==> config.mk <==
export PLATFORM = sky130hd
export DESIGN_NAME = rst_seq_ctrl
export DESIGN_NICKNAME = d
export VERILOG_FILES = /design/src/rtl/rst_seq_pkg.sv /design/src/rtl/rst_src_merge.sv /design/src/rtl/rst_phase_seq.sv /design/src/rtl/rst_cause_reg.sv /design/src/rtl/rst_seq_ctrl.sv
export SDC_FILE = /design/constraint.sdc
export NUM_CORES = 1
export LEC_CHECK = 0
export ABC_CLOCK_PERIOD_IN_PS = 2400
export BUFFER_PORTS_ARGS = -buffer_cell sky130_fd_sc_hd__buf_2
export CAP_MARGIN = 20
export CORE_MARGIN = 2
export CORE_UTILIZATION = 54
export CTS_CLUSTER_SIZE = 30
export DETAILED_ROUTE_END_ITERATION = 6
export GPL_TIMING_DRIVEN = 0
export PLACE_DENSITY = 0.87
export SETUP_SLACK_MARGIN = 0.4
export SLEW_MARGIN = 20
export SYNTH_ARGS = -nofsm -noshare
export SYNTH_HDL_FRONTEND = slang
export SYNTH_HIERARCHICAL = 1
export SYNTH_SLANG_ARGS = --single-unit
==> constraint.sdc <==
create_clock -name clk -period 2.4 [get_ports clk]
set_input_delay 0 -clock clk [delete_from_list [all_inputs] [get_ports clk]]
set_output_delay 0 -clock clk [all_outputs]
set_load 0.005 [all_outputs]
==> src/rtl/rst_seq_pkg.sv <==
package rst_seq_pkg;

  typedef enum logic [1:0] {
    PH_OSC  = 2'd0,
    PH_FPWR = 2'd1,
    PH_INIT = 2'd2,
    PH_RUN  = 2'd3
  } phase_t;

  localparam int NSRC    = 5;
  localparam int SRC_EXT = 0;
  localparam int SRC_WDT = 1;
  localparam int SRC_POR = 2;
  localparam int SRC_BOD = 3;
  localparam int SRC_SW  = 4;

  // ceil(mhz * ns / 1000), never below one cycle
  function automatic int ns_to_cyc(input int mhz, input int ns);
    int c;
    c = (mhz * ns + 999) / 1000;
    return (c < 1) ? 1 : c;
  endfunction

endpackage

==> src/rtl/rst_src_merge.sv <==
module rst_src_merge
  import rst_seq_pkg::*;
(
  input  logic            por_i,
  input  logic            ext_rst_i,
  input  logic            wdt_rst_i,
  input  logic            bod_rst_i,
  input  logic            sw_rst_i,
  output logic [NSRC-1:0] src_vec_o,
  output logic            src_any_o
);

  always_comb begin
    src_vec_o          = '0;
    src_vec_o[SRC_EXT] = ext_rst_i;
    src_vec_o[SRC_WDT] = wdt_rst_i;
    src_vec_o[SRC_POR] = por_i;
    src_vec_o[SRC_BOD] = bod_rst_i;
    src_vec_o[SRC_SW]  = sw_rst_i;
  end

  assign src_any_o = |src_vec_o;

endmodule

==> src/rtl/rst_phase_seq.sv <==
module rst_phase_seq
  import rst_seq_pkg::*;
#(
  parameter int OSC_CYC  = 72,
  parameter int FPWR_CYC = 1200,
  parameter int INIT_CYC = 250
) (
  input  logic   clk,
  input  logic   por_i,
  input  logic   src_any_i,
  output phase_t phase_o,
  output logic   hold_o
);

  localparam int MAX_A  = (OSC_CYC > FPWR_CYC) ? OSC_CYC : FPWR_CYC;
  localparam int MAX_C  = (MAX_A > INIT_CYC) ? MAX_A : INIT_CYC;
  localparam int CW     = $clog2(MAX_C + 1);

  phase_t        phase_q;
  logic [CW-1:0] cnt_q;
  logic [CW-1:0] cur_last;
  phase_t        next_phase;

  always_comb begin
    cur_last   = '0;
    next_phase = PH_RUN;
    case (phase_q)
      PH_OSC:  begin cur_last = CW'(OSC_CYC - 1);  next_phase = PH_FPWR; end
      PH_FPWR: begin cur_last = CW'(FPWR_CYC - 1); next_phase = PH_INIT; end
      PH_INIT: begin cur_last = CW'(INIT_CYC - 1); next_phase = PH_RUN;  end
      default: begin cur_last = '0;                next_phase = PH_RUN;  end
    endcase
  end

  always_ff @(posedge clk) begin
    if (por_i || src_any_i) begin
      phase_q <= PH_OSC;
      cnt_q   <= '0;
    end else if (phase_q != PH_RUN) begin
      if (cnt_q == cur_last) begin
        phase_q <= next_phase;
        cnt_q   <= '0;
      end else begin
        cnt_q <= cnt_q + 1'b1;
      end
    end
  end

  assign phase_o = phase_q;
  assign hold_o  = (phase_q != PH_RUN);

  // a sampled request always lands at the start of the oscillator phase
  assert_restart_R3: assert property (@(posedge clk) disable iff (por_i)
    src_any_i |=> (phase_q == PH_OSC && cnt_q == '0));

  // phases only step forward by one, or fall back to the oscillator phase
  assert_phase_order_R2: assert property (@(posedge clk) disable iff (por_i)
    (phase_q != $past(phase_q) && phase_q != PH_OSC)
      |-> (2'(phase_q) == 2'($past(phase_q)) + 2'd1));

  // leaving a phase needs a quiet cycle before it
  assert_advance_quiet_R2: assert property (@(posedge clk) disable iff (por_i)
    (phase_q != $past(phase_q) && phase_q != PH_OSC) |-> !$past(src_any_i));

  // the count never passes its phase length
  assert_cnt_bound_R10: assert property (@(posedge clk) disable iff (por_i)
    cnt_q <= cur_last);

endmodule

==> src/rtl/rst_cause_reg.sv <==
module rst_cause_reg
  import rst_seq_pkg::*;
(
  input  logic            clk,
  input  logic            por_i,
  input  logic [NSRC-1:0] src_vec_i,
  input  logic            clr_we_i,
  input  logic [NSRC-1:0] clr_mask_i,
  output logic [NSRC-1:0] cause_o
);

  localparam logic [NSRC-1:0] POR_ONLY = NSRC'(1) << SRC_POR;

  logic [NSRC-1:0] cause_q;
  logic [NSRC-1:0] clr_bits;

  assign clr_bits = clr_we_i ? clr_mask_i : '0;

  always_ff @(posedge clk) begin
    if (por_i) begin
      cause_q <= POR_ONLY;
    end else begin
      cause_q <= (cause_q & ~clr_bits) | src_vec_i;
    end
  end

  assign cause_o = cause_q;

  // the first cycle after power-on shows only the power-on bit
  assert_por_only_R7: assert property (@(posedge clk) disable iff (por_i)
    $past(por_i) |-> (cause_q == POR_ONLY));

  generate
    for (genvar i = 0; i < NSRC; i++) begin : g_bit
      // a set bit stays set unless cleared or wiped by power-on
      assert_sticky_R6: assert property (@(posedge clk) disable iff (por_i)
        ($past(cause_q[i]) && !$past(por_i) && !($past(clr_we_i) && $past(clr_mask_i[i])))
          |-> cause_q[i]);
      // a request seen in a cycle is recorded whatever the clear strobe says
      assert_set_wins_R8: assert property (@(posedge clk) disable iff (por_i)
        src_vec_i[i] |=> cause_q[i]);
    end
  endgenerate

endmodule

==> src/rtl/rst_seq_ctrl.sv <==
module rst_seq_ctrl
  import rst_seq_pkg::*;
#(
  parameter int CLK_MHZ      = 12,
  parameter int OSC_WAIT_NS  = 6000,
  parameter int FPWR_WAIT_NS = 100000,
  parameter int INIT_CYC     = 250,
  parameter int ADDR_W       = 32,
  parameter int ADDR_STEP    = 4
) (
  input  logic              clk,
  input  logic              por_i,
  input  logic              ext_rst_i,
  input  logic              wdt_rst_i,
  input  logic              bod_rst_i,
  input  logic              sw_rst_i,
  input  logic              clr_we_i,
  input  logic [4:0]        clr_mask_i,
  output logic              core_rst_o,
  output logic [4:0]        cause_o,
  output logic [ADDR_W-1:0] fetch_addr_o
);

  localparam int OSC_CYC  = ns_to_cyc(CLK_MHZ, OSC_WAIT_NS);
  localparam int FPWR_CYC = ns_to_cyc(CLK_MHZ, FPWR_WAIT_NS);
  localparam int INIT_N   = (INIT_CYC < 1) ? 1 : INIT_CYC;

  logic [NSRC-1:0]   src_vec;
  logic              src_any;
  logic              hold;
  phase_t            phase;
  logic [ADDR_W-1:0] fetch_q;

  rst_src_merge u_merge (
    .por_i     (por_i),
    .ext_rst_i (ext_rst_i),
    .wdt_rst_i (wdt_rst_i),
    .bod_rst_i (bod_rst_i),
    .sw_rst_i  (sw_rst_i),
    .src_vec_o (src_vec),
    .src_any_o (src_any)
  );

  rst_phase_seq #(
    .OSC_CYC  (OSC_CYC),
    .FPWR_CYC (FPWR_CYC),
    .INIT_CYC (INIT_N)
  ) u_seq (
    .clk       (clk),
    .por_i     (por_i),
    .src_any_i (src_any),
    .phase_o   (phase),
    .hold_o    (hold)
  );

  rst_cause_reg u_cause (
    .clk        (clk),
    .por_i      (por_i),
    .src_vec_i  (src_vec),
    .clr_we_i   (clr_we_i),
    .clr_mask_i (clr_mask_i),
    .cause_o    (cause_o)
  );

  // requests raise reset without waiting for a clock edge; release is registered
  assign core_rst_o = src_any | hold;

  always_ff @(posedge clk) begin
    if (por_i || core_rst_o) begin
      fetch_q <= '0;
    end else begin
      fetch_q <= fetch_q + ADDR_W'(ADDR_STEP);
    end
  end

  assign fetch_addr_o = fetch_q;

  // the first fetch after release comes from address zero
  assert_vector_zero_R9: assert property (@(posedge clk) disable iff (por_i)
    $fell(core_rst_o) |-> (fetch_addr_o == '0));

  // release only follows the flash init phase
  assert_release_after_init_R2: assert property (@(posedge clk) disable iff (por_i)
    $fell(core_rst_o) |-> ($past(phase) == PH_INIT));

  // a held external pin keeps the sequence at the oscillator phase
  assert_ext_hold_R4: assert property (@(posedge clk) disable iff (por_i)
    (ext_rst_i && $past(ext_rst_i)) |-> (phase == PH_OSC));

endmodule

* After elaboration in Yosys (flattened, before gate mapping)
Cells that the tools add are included.
Word-level totals: output and inout bits 38, bits in registers 50, logic and storage cells 23, bits of input ports 12
Operators by class: $add $sub $neg 2, equality and inequality tests 4, bitwise operators 4, reduce and logical (&&, ||, !) cells 5, multiplexer cells 4
Operators by type and width (number):
- $pmux 11 s3 | 1
- $add 32x3->32 const B | 1
- $add 11x1->11 const B | 1
- $eq 11x11->1 | 1
- $mux 11 | 1
- $and 5x5->5 | 1
- $mux 5 | 1
- $not 5->5 | 1
- $or 5x5->5 | 1
- $reduce_or 5->1 | 1
- $pmux 2 s2 | 1
- $eq 2x1->1 const B | 1
- $eq 2x2->1 const B | 1
- $logic_not 2->1 | 1
- $logic_or 1x1->1 | 2
- $ne 2x2->1 const B | 1
- $reduce_and 2->1 | 1
- $or 1x1->1 | 1

* Longest topological paths before layout
depth in word-level cells 4, gate-level depth with buffers 8, gate-level depth less buffers 6

* Modules after synthesis
The synthesis kept the hierarchy.
By module, submodules not included:
- rst_seq_ctrl | cells each 167, area each 1445.1 um^2, instances 1, sequential area each 600.6 um^2
- rst_phase_seq | cells each 87, area each 787.0 um^2, instances 1, sequential area each 260.2 um^2
- rst_cause_reg | cells each 19, area each 177.7 um^2, instances 1, sequential area each 100.1 um^2
- rst_src_merge | cells each 8, area each 50.0 um^2, instances 1, sequential area each 0.0 um^2

* Worst setup path after synthesis
OpenSTA, ideal clock, no wires.
path kind register to register, from register fetch_q[2] (netlist: fetch_addr_o[2]), to register fetch_q[28] (netlist: fetch_addr_o[28]), setup slack 0.487 ns, arrival 1.843 ns, period minus slack after synthesis 1.913 ns, data required time 2.330 ns, library setup time 0.070 ns, stages on the path, launching flop included 7, buffers on the path 1, cell sequence dfxtp_1 ha_1 nand4_1 or3_1 clkbuf_1 or4_1 a21oi_1
Between the ends: longest elaborated chain between the ends 1
Ends and longest elaborated chain:
- start, declared | line rst_seq_ctrl.sv:32 | logic [ADDR_W-1:0] fetch_q;
- start signal, assigned | line rst_seq_ctrl.sv:72 | fetch_q <= fetch_q + ADDR_W'(ADDR_STEP);
- $add 32x3->32 | line rst_seq_ctrl.sv:72
No other way between the ends. A chain may end at the register's enable or synchronous reset.

* Worst setup path in the final report
from register u_seq.phase_q[0] (netlist: u_seq/phase_o[0]), to register u_seq.phase_q[1] (netlist: u_seq/phase_o[1])
Between the ends: longest elaborated chain between the ends 4, elaborated cells between the ends (all ways) 8, those cells by class eq/ne (4); mux (2); reduce/logical (2)
Ends and longest elaborated chain:
- start, declared | line rst_phase_seq.sv:19 | phase_t phase_q;
- start signal, assigned | line rst_phase_seq.sv:41 | phase_q <= next_phase;
- $eq 2x2->1 (tied with other cells) | line rst_phase_seq.sv:27 | case (phase_q)
- $pmux 11 s3 | line rst_phase_seq.sv:27
- $eq 11x11->1 | line rst_phase_seq.sv:40 | if (cnt_q == cur_last) begin
- $reduce_and 2->1 (no line)
Parallel ways exist; a longest one is shown, timed or not.

==> metrics.cfg <==
[die]
io_pins=50
coreArea_um2=4380
fp.dieH_um=71.5
fp.dieW_um=71.5
die-area_um2=5110
fp-row-count=24
initial_core_util=0.561

[cts]
cts_tree=yes
cts_buffer_depth=2
numCtsBuffers=5
cts_num_sinks=48
cts_max_level=2
cts_root_buf=clkbuf_8
insertion_delay_ns=0.31
path_clk_slew_ns=0.09

[global_route]
grt_max_degree=17
grt_overflow_total=0
antenna_found_initial=0
grt_pass1_vias=2017
grtUsageTotal=0.218
grt_pass1_wl_um=8970

[worst_setup_path]
worstPathMaxFanout=5
crit_type=flip-flop to flip-flop
crit_family=compound AO/OA/AOI/OAI gates
end_kind=flip-flop
cp-start-kind=flip-flop
critPathArrivalTime_ns=2.22
cp_cell_sequence=clkinvlp_4 > ha_4 > and4_4 > o211ai_4 > buf_4 > o41ai_1 > a21oi_1
worst_path_largest_cell_delay_ns=0.44
crit_slowest_cell=o41ai_1
required_ns=2.58
crit_buf_inv=2

[logic_synthesis]
synth_top_cell_by_area=dfxtp_1
yosysSeqAreaShare=0.391
synth_area_leaders=dfxtp_1 (39%), nor2_1 (5.8%), xnor2_1 (5.7%), ha_1 (4.6%), xor2_1 (3.6%)
async_reset_ff_frac=0
ys_ff_latch=48
synthFlopType=dfxtp_1
netlist_area_um2=2460
yosys_warnings=6
synth_edf_count=0
postSynthCellCount=281
synth_top_area_frac=0.391
synth.avg_cell_area_um2=8.75
synth.distinct_cells=47

[placement]
gp_congestion=0.822
port_buffers=47
dp_hpwl_um=3720
dpl_worst_slack_ns=0.214

[timing]
finalHoldViolations=0
clock-skew-final_ns=0.00771
rsz0062_at_grt=yes
tightest_slew_ns=0.882
maxSlewViolCount=0
timing.setup.tns_ns=0
relSlewSlack=0.406
max_freq_mhz=489
period_minus_slack_ns=2.04
post-route-period-util=0.852
finalWorstSetupSlack_ns=0.355
holdWs_ns=0.0291
setup_viol=0

[power_and_ir_drop]
powerDensity_nw_per_um2=465
p_leak_nw=1.22
peakVddDrop_v=0.000413

[routing]
drc=0
drt_wl_total_um=6290
via_per_inst=5.81
dr.pass1.iters=5
wl_per_cell_um=15.4
ant_nets=0
route.vias.total=2371
drt_iter0_drc=202

[hold_path]
min_path_type=primary input to flip-flop

[run_status]
status=complete, no violations

[cells_and_area]
fin_nets=376
layout_common_cells=buf_2 (47), dfxtp_1 (41), nor2_1 (38)
layout-drive-gt1-share=0.303
antennaDiodeCount=0
area_growth_pct=27.9
final_common_cell=buf_2

[run]
maxCapViolCount=0

stage by stage:
stage	util	cell area [um^2]	power (mW)	instances
after global routing	0.718	3150	1.51	408
after CTS	0.682	2990	1.47	399
final	0.718	3150	1.46	408
after global placement	0.630	2760	0.862	381
after floorplan	-	2460	0.843	282
after detailed placement	0.630	2760	0.863	381
report_power, final:
| group | switching [mW] | internal [mW] |
|---|---|---|
| sequential | 0.00352 | 0.799 |
| clock | 0.290 | 0.314 |
| combinational | 0.0228 | 0.0344 |
| total | 0.316 | 1.15 |
layout make-up:
| class | instances | area (um^2) |
|---|---|---|
| Clock inverter | 3 | 46.3 |
| Tap cell | 52 | 65.1 |
| Clock buffer | 5 | 68.8 |
| Sequential cell | 48 | 975 |
| Timing Repair Buffer | 66 | 400 |
| Buffer | 14 | 111 |
| Fill cell | 296 | 1240 |
| Inverter | 11 | 45.0 |
| Multi-Input combinational cell | 209 | 1440 |
kinds of logic after synthesis:
logic type	synth area share
buffers and inverters	0.0590
flip-flops	0.391
AO/OA/AOI/OAI	0.115
XOR/XNOR	0.0926
multiplexers	0.0127
AND/OR/NAND/NOR	0.282
adder cells (fa/ha/maj)	0.0458
other	0.00152
metal layers:
| layer | share of wire | track usage | wire length [um] | up-vias |
|---|---|---|---|---|
| met1 | 0.42 | 0.263 | 2660 | 1126 |
| met2 | 0.52 | 0.381 | 3270 | 83 |
| met3 | 0.044 | 0.0450 | 275 | 10 |
| met4 | 0.014 | 0.0839 | 91 | 0 |
| li1 | - | - | - | 1152 |
| met5 | 0 | 0 | 0 | - |
timing repair:
item / 4_1_cts / 5_1_grt
resized for setup: 7 / 20
cloned: 0 / 1
hold buffers: 9 / 0
pin swaps: 1 / 10
endpoints found under the setup margin: 19 / 25
endpoints found under the hold margin: 5 / 0
setup buffers: 1 / 8
worst paths after layout:
path	end	start	slack, ns	cells after the start
max	u_seq/phase_o[1]	u_seq/phase_o[0]	0.36	7
min	u_cause/cause_o[2]	clr_we_i	0.03	3
max reg2reg	u_seq/phase_o[1]	u_seq/phase_o[0]	0.36	7
min reg2reg	fetch_addr_o[2]	fetch_addr_o[2]	0.47	1
Yosys cell counts (all sizes together), types with 3 or more instances:
cell    instances
o31ai           7
and2            3
xnor2          16
o21ai           5
buf            11
xor2           10
inv            11
ha              9
or4             9
a21oi          15
and4            5
nor2           38
clkbuf          3
nor3            9
dfxtp          48
nor4            6
a311oi          4
nand4          12
nand3          13
nand2          22
o41ai           3
or3             5
flip-flops by register name, indices dropped and copies added (netlist names):
name             cells
u_seq/phase_o        2
u_cause/cause_o      5
u_seq/cnt_q         11
fetch_addr_o        30
tightest hold or removal path, stage by stage:
cell and delay [ns]:
buf_2 0.13, nand2_1 0.07, a211o_1 0.11
(Power assumes the default switching activity.)
